<file path="src/rtl/lfb_pkg.sv">
package lfb_pkg;
   typedef enum logic [1:0] {
      ST_IDLE = 2'd0,
      ST_BUS  = 2'd1,
      ST_GAP  = 2'd2,
      ST_REST = 2'd3
   } lfb_state_e;
endpackage

</file>
<file path="src/rtl/lfb_addr_seq.sv">
module lfb_addr_seq #(
   parameter int ADDR_W     = 32,
   parameter int LINE_WORDS = 4,
   parameter int BYTE_W     = 2,
   localparam int OFF_W     = $clog2(LINE_WORDS)
) (
   input  logic              clk,
   input  logic              rst_n,
   input  logic              load,
   input  logic              load_line,
   input  logic [ADDR_W-1:0] load_addr,
   input  logic              step,
   output logic [ADDR_W-1:0] adr,
   output logic [OFF_W-1:0]  offset,
   output logic              last
);
   localparam int LO = OFF_W + BYTE_W;

   logic [ADDR_W-1:LO] base_q;
   logic [OFF_W-1:0]   off_q;
   logic [OFF_W-1:0]   beat_q;
   logic               line_q;

   always_ff @(posedge clk) begin
      if (!rst_n) begin
         base_q <= '0;
         off_q  <= '0;
         beat_q <= '0;
         line_q <= 1'b0;
      end else if (load) begin
         base_q <= load_addr[ADDR_W-1:LO];
         off_q  <= load_addr[LO-1:BYTE_W];
         beat_q <= '0;
         line_q <= load_line;
      end else if (step) begin
         off_q  <= off_q + 1'b1;   // natural wrap inside the aligned line
         beat_q <= beat_q + 1'b1;
      end
   end

   assign offset = off_q;
   assign last   = line_q ? (beat_q == OFF_W'(LINE_WORDS - 1)) : 1'b1;

   generate
      if (BYTE_W > 0) begin : g_byte_lanes
         logic unused_byte_bits;
         assign unused_byte_bits = ^load_addr[BYTE_W-1:0];
         assign adr = {base_q, off_q, {BYTE_W{1'b0}}};
      end else begin : g_word_addr
         assign adr = {base_q, off_q};
      end
   endgenerate
endmodule

</file>
<file path="src/rtl/lfb_ctrl.sv">
module lfb_ctrl
   import lfb_pkg::*;
(
   input  logic clk,
   input  logic rst_n,
   input  logic req_valid,
   input  logic mode_fast,
   input  logic ack,
   input  logic last,
   output logic req_ready,
   output logic load,
   output logic cyc,
   output logic stb,
   output logic beat
);
   lfb_state_e state_q, state_d;
   logic       fast_q;

   assign req_ready = (state_q == ST_IDLE);
   assign load      = req_ready && req_valid;
   assign stb       = (state_q == ST_BUS);
   assign cyc       = stb || (state_q == ST_GAP);
   assign beat      = stb && ack;

   always_comb begin
      state_d = state_q;
      unique case (state_q)
         ST_IDLE: if (req_valid) state_d = ST_BUS;
         ST_BUS: begin
            if (ack) begin
               if (last)        state_d = fast_q ? ST_IDLE : ST_REST;
               else if (!fast_q) state_d = ST_GAP;
            end
         end
         ST_GAP:  state_d = ST_BUS;
         ST_REST: state_d = ST_IDLE;
         default: state_d = ST_IDLE;
      endcase
   end

   always_ff @(posedge clk) begin
      if (!rst_n) begin
         state_q <= ST_IDLE;
         fast_q  <= 1'b0;
      end else begin
         state_q <= state_d;
         if (load) fast_q <= mode_fast;
      end
   end
endmodule

</file>
<file path="src/rtl/line_fill_biu.sv">
module line_fill_biu #(
   parameter int ADDR_W     = 32,
   parameter int DATA_W     = 32,
   parameter int LINE_WORDS = 4,
   localparam int OFF_W     = $clog2(LINE_WORDS),
   localparam int BYTE_W    = $clog2(DATA_W / 8)
) (
   input  logic              clk,
   input  logic              rst_n,
   input  logic              req_valid,
   input  logic              req_line,
   input  logic [ADDR_W-1:0] req_addr,
   input  logic              mode_fast,
   output logic              req_ready,
   output logic              rsp_valid,
   output logic [DATA_W-1:0] rsp_data,
   output logic [OFF_W-1:0]  rsp_offset,
   output logic              rsp_done,
   output logic              cyc_o,
   output logic              stb_o,
   output logic              we_o,
   output logic [ADDR_W-1:0] adr_o,
   input  logic              ack_i,
   input  logic [DATA_W-1:0] dat_i
);
   generate
      if (LINE_WORDS < 2 || (1 << OFF_W) != LINE_WORDS) begin : g_bad_line
         $error("LINE_WORDS must be a power of two, at least 2");
      end
      if (DATA_W < 8 || (8 << BYTE_W) != DATA_W) begin : g_bad_data
         $error("DATA_W must be 8 times a power of two");
      end
      if (ADDR_W <= OFF_W + BYTE_W) begin : g_bad_addr
         $error("ADDR_W too small for the line");
      end
   endgenerate

   logic load, beat, last;

   lfb_ctrl u_ctrl (
      .clk       (clk),
      .rst_n     (rst_n),
      .req_valid (req_valid),
      .mode_fast (mode_fast),
      .ack       (ack_i),
      .last      (last),
      .req_ready (req_ready),
      .load      (load),
      .cyc       (cyc_o),
      .stb       (stb_o),
      .beat      (beat)
   );

   lfb_addr_seq #(
      .ADDR_W     (ADDR_W),
      .LINE_WORDS (LINE_WORDS),
      .BYTE_W     (BYTE_W)
   ) u_seq (
      .clk       (clk),
      .rst_n     (rst_n),
      .load      (load),
      .load_line (req_line),
      .load_addr (req_addr),
      .step      (beat),
      .adr       (adr_o),
      .offset    (rsp_offset),
      .last      (last)
   );

   assign rsp_valid = beat;
   assign rsp_data  = dat_i;
   assign rsp_done  = beat && last;
   assign we_o      = 1'b0;
endmodule

</file>
<file path="config.mk">
export PLATFORM = sky130hd
export DESIGN_NAME = line_fill_biu
export DESIGN_NICKNAME = d
export VERILOG_FILES = /design/src/rtl/lfb_pkg.sv /design/src/rtl/lfb_addr_seq.sv /design/src/rtl/lfb_ctrl.sv /design/src/rtl/line_fill_biu.sv
export SDC_FILE = /design/constraint.sdc
export NUM_CORES = 1
export LEC_CHECK = 0
export BUFFER_PORTS_ARGS = -buffer_cell sky130_fd_sc_hd__buf_2
export CAP_MARGIN = 0
export CORE_MARGIN = 4
export CORE_UTILIZATION = 40
export DETAILED_ROUTE_END_ITERATION = 8
export PLACE_DENSITY = 0.81
export SYNTH_ARGS = -nofsm -noshare
export SYNTH_HDL_FRONTEND = slang
export SYNTH_HIERARCHICAL = 1
export SYNTH_SLANG_ARGS = --single-unit
</file>
<file path="constraint.sdc">
create_clock -name clk -period 1.95 [get_ports clk]
set_input_delay 0.2925 -clock clk [delete_from_list [all_inputs] [get_ports clk]]
set_output_delay 0.2925 -clock clk [all_outputs]
set_load 0.02 [all_outputs]
</file>
==> flow_summary.ini, run 1 <==
[timing]
tns_ps = 0
fmax_ghz = 0.548
fin_ws_ps = 125
hold_ws_ps = 265
finalCritPeriodShare_pct = 93.6
finalCriticalPeriod_ps = 1830
setup_viol = 0
hold_viol = 0
fin_skew_ps = 5.70
rsz0062_at_grt = false
slew_violations = 0

[cts]
cts_resized = 0
ctsHoldBuffers = 0
cts-root-buf = clkbuf_8
clkLatencyLatePin_ps = 280
cts.sinks = 36
numCtsBuffers = 5
clk_pin_slew_worst_paths_ps = 70
htreeDepth = 2
cts_max_path_buffers = 2
cts_setup_buffers = 0
cts_tree = done

[layout]
fillerInstances = 426
final_cell_mix = buf_2 (72), dfxtp_1 (36), mux2i_1 (31)
area.growth.synth_to_final_pct = 9.73
multi_input_area_um2 = 758
final_common_cell = buf_2
final_util_pct = 46.0
antenna_cells = 0
fin_nets = 292
drive_gt1_share_pct = 38.8
seq_area_um2 = 721

[min_path]
hold_class = in -> reg
hold_depth = 2

[die]
die_area_mm2 = 0.00578
fp.dieH_um = 76.0
initial_utilization_pct = 42.0
dieWidth_um = 76.0
core.rowCount = 24
ios = 142
coreArea_mm2 = 0.00441

[drt]
antenna_left = 0
drc = 0
dr.pass1.iters = 4
drt_iter0_markers = 15
vias_per_cell = 4.56
wl_um = 3200
num_vias = 1237
drt-wirelength-per-cell_um = 11.8

[placed_design]
place_congestion = 0.758
io_buffers = 72
dp_hpwl_um = 2440
post-place-ws_ps = 324

[critical_path]
cp_num_cells = 5
crit_fanout = 7
crit_family = flip-flops
start_kind = flop
cp_cell_sequence = ha_1 > nand2_1 > inv_2 > and2_1 > buf_2
required_ps = 1660
ff2ff_path_depth = 6
max_stage_delay_ps = 390
crit_path_end_kind = output pin
slowest_stage = dfxtp_1
cp.arrival_ps = 1530
critical_path_class = reg -> out
worst-path-buf-inv = 2

[synth]
synth_top_area_share_pct = 38.9
avgSynthCellArea_um2 = 10.2
synth_area_mm2 = 0.00185
yosys_warnings = 6
synth_top_area_cell = dfxtp_1
ys_async_sr_fraction_pct = 0
synth-seq-area-share_pct = 38.9
syn_inst = 181
synthTopCellsByArea = dfxtp_1 (39%), mux2i_1 (17%), buf_4 (15%), nor2b_1 (10%), ha_1 (2.7%)
synth_ff_type = dfxtp_1
synth_edf_count = 0
yosysUniqueCellTypes = 33
ys_ff_latch = 36

[power_and_ir_drop]
peakVddDrop_mv = 0.376
p_per_area_mw_per_mm2 = 876
total_power_mw = 1.78
leakage_nw = 0.984

[run]
drv_cap = 0

[global_route]
grt_pass1_vias = 1249
grt.overflow.total = 0
antenna_found_initial = 0
track_usage_pct = 11.3
grt_first_pass_wirelength_um = 5600
grt_max_degree = 36

[run_status]
status = finished, final reports clean
[logic make-up after synthesis]
kind of cell               synth area share (%)
DFF                                        38.9
muxes                                      16.8
and+or+nand+nor                            15.5
other                                     0.406
adders and majority gates                  2.70
AOI/OAI and AO/OA                          4.39
xor gates and xnor gates                  0.946
buffers and inverters                      20.4
[where the power goes]
group / switching [mW] / leakage (nW) / internal, mW
logic: 0.236 / 0.643 / 0.184
registers: 0.0337 / 0.296 / 0.794
clock network: 0.243 / 0.0455 / 0.288
total: 0.513 / 0.984 / 1.27
[sequential cells by signal (all words and copies together) (netlist names)]
register / flops
u_seq/base_q: 28
u_seq/line_q: 1
u_ctrl/state_q: 2
u_ctrl/fast_q: 1
u_seq/beat_q: 2
u_seq/offset: 2
[worst paths after layout]
check                    startpoint                 to  slack, ps
setup / recovery  u_ctrl/state_q[0]           rsp_done        120
hold / removal          req_addr[3]    u_seq/offset[1]        260
setup reg to reg  u_ctrl/state_q[0]    u_seq/base_q[8]        330
hold reg to reg   u_ctrl/state_q[1]  u_ctrl/state_q[1]        490
[layout make-up]
cell class,count,share of cell area [%]
Clock buffer,8,4.43
Inverter,6,1.11
Tap cell,52,3.20
Multi-Input combinational cell,95,37.3
Timing Repair Buffer,74,18.5
Sequential cell,36,35.5
[layer usage]
layer	global-route usage [%]	up-vias	wire length [µm]
li1	-	618	-
met1	13.0	551	1330
met2	18.3	65	1480
met3	5.91	3	372
met4	3.02	0	23
met5	0	-	0
[cell usage after synthesis (3+ instances only)]
| cell type | instances |
|---|---|
| buf_4 | 37 |
| ha_1 | 4 |
| nand2_1 | 3 |
| dfxtp_1 | 36 |
| nor2b_1 | 30 |
| inv_1 | 6 |
| clkbuf_1 | 3 |
| mux2i_1 | 31 |
[through the flow]
step / cell area (µm²) / instances
floorplan: 1860 / 182
global placement: 1940 / 263
detailed placement: 1940 / 263
CTS: 2030 / 271
global route: 2030 / 271
finish: 2030 / 271
(Power assumes the default switching activity.)
==> run 2: changes to the inputs <==
==> constraint.sdc (replaced) <==
create_clock -name clk -period 1.72 [get_ports clk]
set_input_delay 0.258 -clock clk [delete_from_list [all_inputs] [get_ports clk]]
set_output_delay 0.258 -clock clk [all_outputs]
set_load 0.02 [all_outputs]
==> run 2 against run 1 <==
Net effect: critical endpoint unchanged; critical path type unchanged; clock power shrank 3%; final cell count shrank 0.37%; clock-buffer cell count shrank 3; largest power group unchanged; first-iteration DRC count grew 67%; combinational power grew 19%; setup slack lost 17 ps; non-clock buffer count grew 2; design area grew 1.2%.
==> flow_summary.ini, run 2 (synthesis gave the netlist of run 1 again) <==
[die]
ios = 142
die_area_mm2 = 0.00578
dieWidth_um = 76.0
fp.dieH_um = 76.0
core.rowCount = 24
coreArea_mm2 = 0.00441
initial_utilization_pct = 42.0

[cts]
cts_resized = 1
cts_max_path_buffers = 2
ctsHoldBuffers = 0
clkLatencyLatePin_ps = 280
cts.sinks = 36
cts-root-buf = clkbuf_8
cts_tree = done
cts_setup_buffers = 0
htreeDepth = 2
numCtsBuffers = 5
clk_pin_slew_worst_paths_ps = 70

[critical_path]
cp.arrival_ps = 1350
cp_num_cells = 5
reg2reg_to = u_seq/base_q[21]
crit_family = flip-flops
critical_path_class = reg -> out
max_stage_delay_ps = 400
slowest_stage = dfxtp_1
crit_start = u_ctrl/state_q[0]
crit_fanout = 7
r2r-start = u_ctrl/state_q[0]
rrSetupSlack_ps = 180
required_ps = 1460
crit_path_end_kind = output pin
ff2ff_path_depth = 6
worst-path-buf-inv = 2
start_kind = flop
cp_cell_sequence = ha_1 > nand2_2 > inv_4 > and2_1 > buf_2

[layout]
antenna_cells = 0
area.growth.synth_to_final_pct = 11.1
final_common_cell = buf_2
fin_nets = 294
design_area_mm2 = 0.00206
regMostFlops = u_seq/base_q
drive_gt1_share_pct = 40.4
fin_cells = 270
final_cell_mix = buf_2 (72), dfxtp_1 (35), mux2i_1 (31)
largest_reg_flops = 28

[global_route]
antenna_found_initial = 0
grt_max_degree = 20
grt_first_pass_wirelength_um = 5820
track_usage_pct = 11.7
grt_pass1_vias = 1287
grt.overflow.total = 0

[min_path]
min_from = req_addr[3]
min_to = u_seq/offset[1]
hold_depth = 2
hold_class = in -> reg

[timing]
fmax_ghz = 0.620
fin_skew_ps = 9.38
tns_ps = 0
hold_viol = 0
fin_ws_ps = 108
setup_viol = 0
slew_violations = 0
finalCriticalPeriod_ps = 1610
rsz0062_at_grt = false
finalCritPeriodShare_pct = 93.7

[placed_design]
placed_cell_area_mm2 = 0.00198
io_buffers = 72
post-place-ws_ps = 184
place_congestion = 0.785
dp_hpwl_um = 2560
dpl.cell_count = 265

[drt]
dr.pass1.iters = 4
drt-wirelength-per-cell_um = 12.1
drc = 0
wl_um = 3280
drt_iter0_markers = 25
num_vias = 1247
antenna_left = 0
vias_per_cell = 4.62

[power_and_ir_drop]
leakage_nw = 0.993
peakVddDrop_mv = 0.375
p_per_area_mw_per_mm2 = 950

[run_status]
status = finished, final reports clean

[run]
drv_cap = 0
run 2: changes by cell type in the layout (fill, tap and decap cells not counted):
cell and delta:
inv_4 +1, nand2_1 -1, clkbuf_8 -1, nand2_2 +1
buf_12 +2, dfxtp_1 -1, clkbuf_1 -2, dfxtp_2 +1
inv_2 -1
run 2: through the flow:
| stage | utilization (%) | hold WS [ps] | total power, mW |
|---|---|---|---|
| finish | 46.6 | 233 | 1.95 |
| global route | 46.6 | 241 | 2.08 |
| CTS | 46.5 | 223 | 2.00 |
| detailed placement | 44.9 | 484 | 1.46 |
| global placement | 44.9 | 482 | 1.45 |
| floorplan | - | 386 | 1.44 |
run 2: layout make-up:
| cell class | instances | area, µm² |
|---|---|---|
| timing repair buffer | 76 | 415 |
| clock buffer | 5 | 68.8 |
| sequential | 36 | 722 |
| inverter | 6 | 25.0 |
| multi-input combinational | 95 | 761 |
| fill | 430 | 2360 |
| tap | 52 | 65.1 |
run 2: worst max-delay path by stage:
stage          slack [ps]               end
3_3_place_gp          230  u_seq/base_q[14]
2_1_floorplan          90   u_seq/offset[0]
5_1_grt                30          rsp_done
3_5_place_dp          180  u_seq/base_q[21]
6_report              110          rsp_done
4_1_cts                 8          rsp_done
run 2: where the power goes:
part / internal [mW] / total (mW) / switching (mW)
registers: 0.901 / 0.940 / 0.0383
clock network: 0.261 / 0.514 / 0.253
logic: 0.227 / 0.500 / 0.273
total: 1.39 / 1.95 / 0.564
run 2: routing by layer:
metal / part of all wire, % / global-route usage, % / up-vias / routed length, µm
met5: 0 / 0 / - / 0
met4: 0.43 / 4.45 / 0 / 14
met3: 10 / 5.44 / 2 / 331
met2: 48 / 18.8 / 63 / 1560
met1: 42 / 13.4 / 558 / 1370
li1: - / - / 624 / -
==> run 3: changes to the inputs <==
--- a/config.mk
+++ b/config.mk
@@ -8,9 +8,9 @@
 export BUFFER_PORTS_ARGS = -buffer_cell sky130_fd_sc_hd__buf_2
 export CAP_MARGIN = 0
 export CORE_MARGIN = 4
-export CORE_UTILIZATION = 40
+export CORE_UTILIZATION = 43
 export DETAILED_ROUTE_END_ITERATION = 8
-export PLACE_DENSITY = 0.81
+export PLACE_DENSITY = 0.86
 export SYNTH_ARGS = -nofsm -noshare
 export SYNTH_HDL_FRONTEND = slang
 export SYNTH_HIERARCHICAL = 1
==> constraint.sdc (replaced) <==
create_clock -name clk -period 1.95 [get_ports clk]
set_input_delay 0.2925 -clock clk [delete_from_list [all_inputs] [get_ports clk]]
set_output_delay 0.2925 -clock clk [all_outputs]
set_load 0.02 [all_outputs]
==> run 3 against run 2 <==
Net effect: die area down 6.3%; wire length up 0.31%; final cell count down 0.74%; flip-flop and latch count unchanged; setup slack better by 22 ps; sequential share of layout area about the same; critical path type unchanged.
==> flow_summary.ini, run 3 (synthesis gave the netlist of run 1 again) <==
[timing]
rsz0062_at_grt = false
finalCriticalPeriod_ps = 1820
fin_ws_ps = 130
hold_viol = 0
fmax_ghz = 0.549
setup_viol = 0
finalCritPeriodShare_pct = 93.4
fin_skew_ps = 5.81
tns_ps = 0
slew_violations = 0

[power_and_ir_drop]
sequentialPowerShare_pct = 44.1
pwr-share-comb_pct = 22.7
clockPowerShare_pct = 33.2
p_sw_uw = 519
p_per_area_mw_per_mm2 = 916
peakVddDrop_mv = 0.449
p_int_mw = 1.36
leakage_nw = 0.992
p_sw_share_pct = 27.6

[critical_path]
crit_family = buffers and inverters
cp.arrival_ps = 1530
crit_fanout = 7
slowest_stage = dfxtp_1
critical_path_class = reg -> out
crit_path_end_kind = output pin
required_ps = 1660
worst-path-buf-inv = 3
max_stage_delay_ps = 340
cp_cell_sequence = inv_1 > ha_1 > nand2_1 > inv_2 > and2_1 > buf_2
start_kind = flop

[drt]
num_vias = 1236
vias_per_cell = 4.61
drc = 0
wl_um = 3290
drt_iter0_markers = 41
dr.pass1.iters = 4
antenna_left = 0
drt-wirelength-per-cell_um = 12.3

[layout]
drive_gt1_share_pct = 39.0
largest_reg_flops = 28
final_cell_mix = buf_2 (72), dfxtp_1 (36), mux2i_1 (31)
final_common_cell = buf_2
fin_nets = 291
area.growth.synth_to_final_pct = 10.8
regMostFlops = u_seq/base_q
antenna_cells = 0

[run]
drv_cap = 0

[cts]
numCtsBuffers = 5
cts_tree = done
cts_max_path_buffers = 2
ctsHoldBuffers = 0
cts.sinks = 36
cts-root-buf = clkbuf_8
clkLatencyLatePin_ps = 280
clk_pin_slew_worst_paths_ps = 70
htreeDepth = 2

[global_route]
grt_first_pass_wirelength_um = 5180
antenna_found_initial = 0
grt_max_degree = 36
grt.overflow.total = 0
track_usage_pct = 12.3
grt_pass1_vias = 1211

[placed_design]
post-place-ws_ps = 284
dp_hpwl_um = 2480
place_congestion = 0.662
io_buffers = 72

[die]
initial_utilization_pct = 45.3
core.rowCount = 23
dieWidth_um = 73.6
fp.dieH_um = 73.6
die_area_mm2 = 0.00542
coreArea_mm2 = 0.00409
ios = 142

[min_path]
hold_class = in -> reg

[run_status]
status = finished, final reports clean
run 3: cell count changes in the layout (fill, tap and decap cells not counted), sizes merged:
| cell | before | now |
|---|---|---|
| buf | 76 | 73 |
| bufinv | 0 | 1 |
| clkbuf | 5 | 6 |
| clkinv | 0 | 1 |
run 3: per-layer routing:
metal	wire [µm]	track usage [%]	up-vias	part of all wire, %
li1	-	-	618	-
met1	1350	13.7	540	41
met2	1510	20.4	66	46
met3	372	4.24	12	11
met4	55	6.64	0	1.7
met5	0	0	-	0
run 3: cell type report:
type | count | area (µm²)
clock buffer | 6 | 72.6
fill | 381 | 2030
timing repair buffer | 73 | 380
tap | 50 | 62.6
clock inverter | 2 | 35.0
multi-input combinational | 95 | 758
inverter | 6 | 22.5
sequential | 36 | 721
run 3: worst paths after layout:
kind / startpoint / endpoint / slack, ps / cells after the start
setup / recovery: u_ctrl/state_q[1] / rsp_done / 130 / 6
hold reg to reg: u_ctrl/state_q[1] / u_ctrl/state_q[1] / 500 / 2
setup reg to reg: u_ctrl/state_q[0] / u_seq/base_q[11] / 280 / 6
hold / removal: req_addr[29] / u_seq/base_q[29] / 270 / 3
run 3: metrics by stage:
| step | std cells | power, mW | area [µm²] | hold WS [ps] | util, % |
|---|---|---|---|---|---|
| finish | 268 | 1.88 | 2050 | 267 | 50.2 |
| global route | 268 | 1.99 | 2050 | 274 | 50.2 |
| CTS | 268 | 1.92 | 2050 | 260 | 50.2 |
| detailed placement | 260 | 1.28 | 1940 | 494 | 47.6 |
| global placement | 260 | 1.26 | 1940 | 477 | 47.6 |
| floorplan | 182 | 1.27 | 1860 | 421 | - |
run 3: power by group through the flow:
stage	Combinational (mW)	Sequential, mW	Clock [mW]
2_1_floorplan	0.364	0.904	0
3_3_place_gp	0.421	0.842	0
3_5_place_dp	0.432	0.846	0
4_1_cts	0.432	0.830	0.653
5_1_grt	0.465	0.839	0.684
6_report	0.427	0.830	0.624
run 3: worst min-delay path: stages:
cell and delay [ps]:
buf_2 70, mux2i_1 50, nor2b_1 90
run 3: repair_timing:
item                                   in CTS  in global routing
gates resized for setup                     0                  1
endpoints found under the hold margin       0                  0
setup endpoints to repair                   0                  1
setup buffers                               0                  0
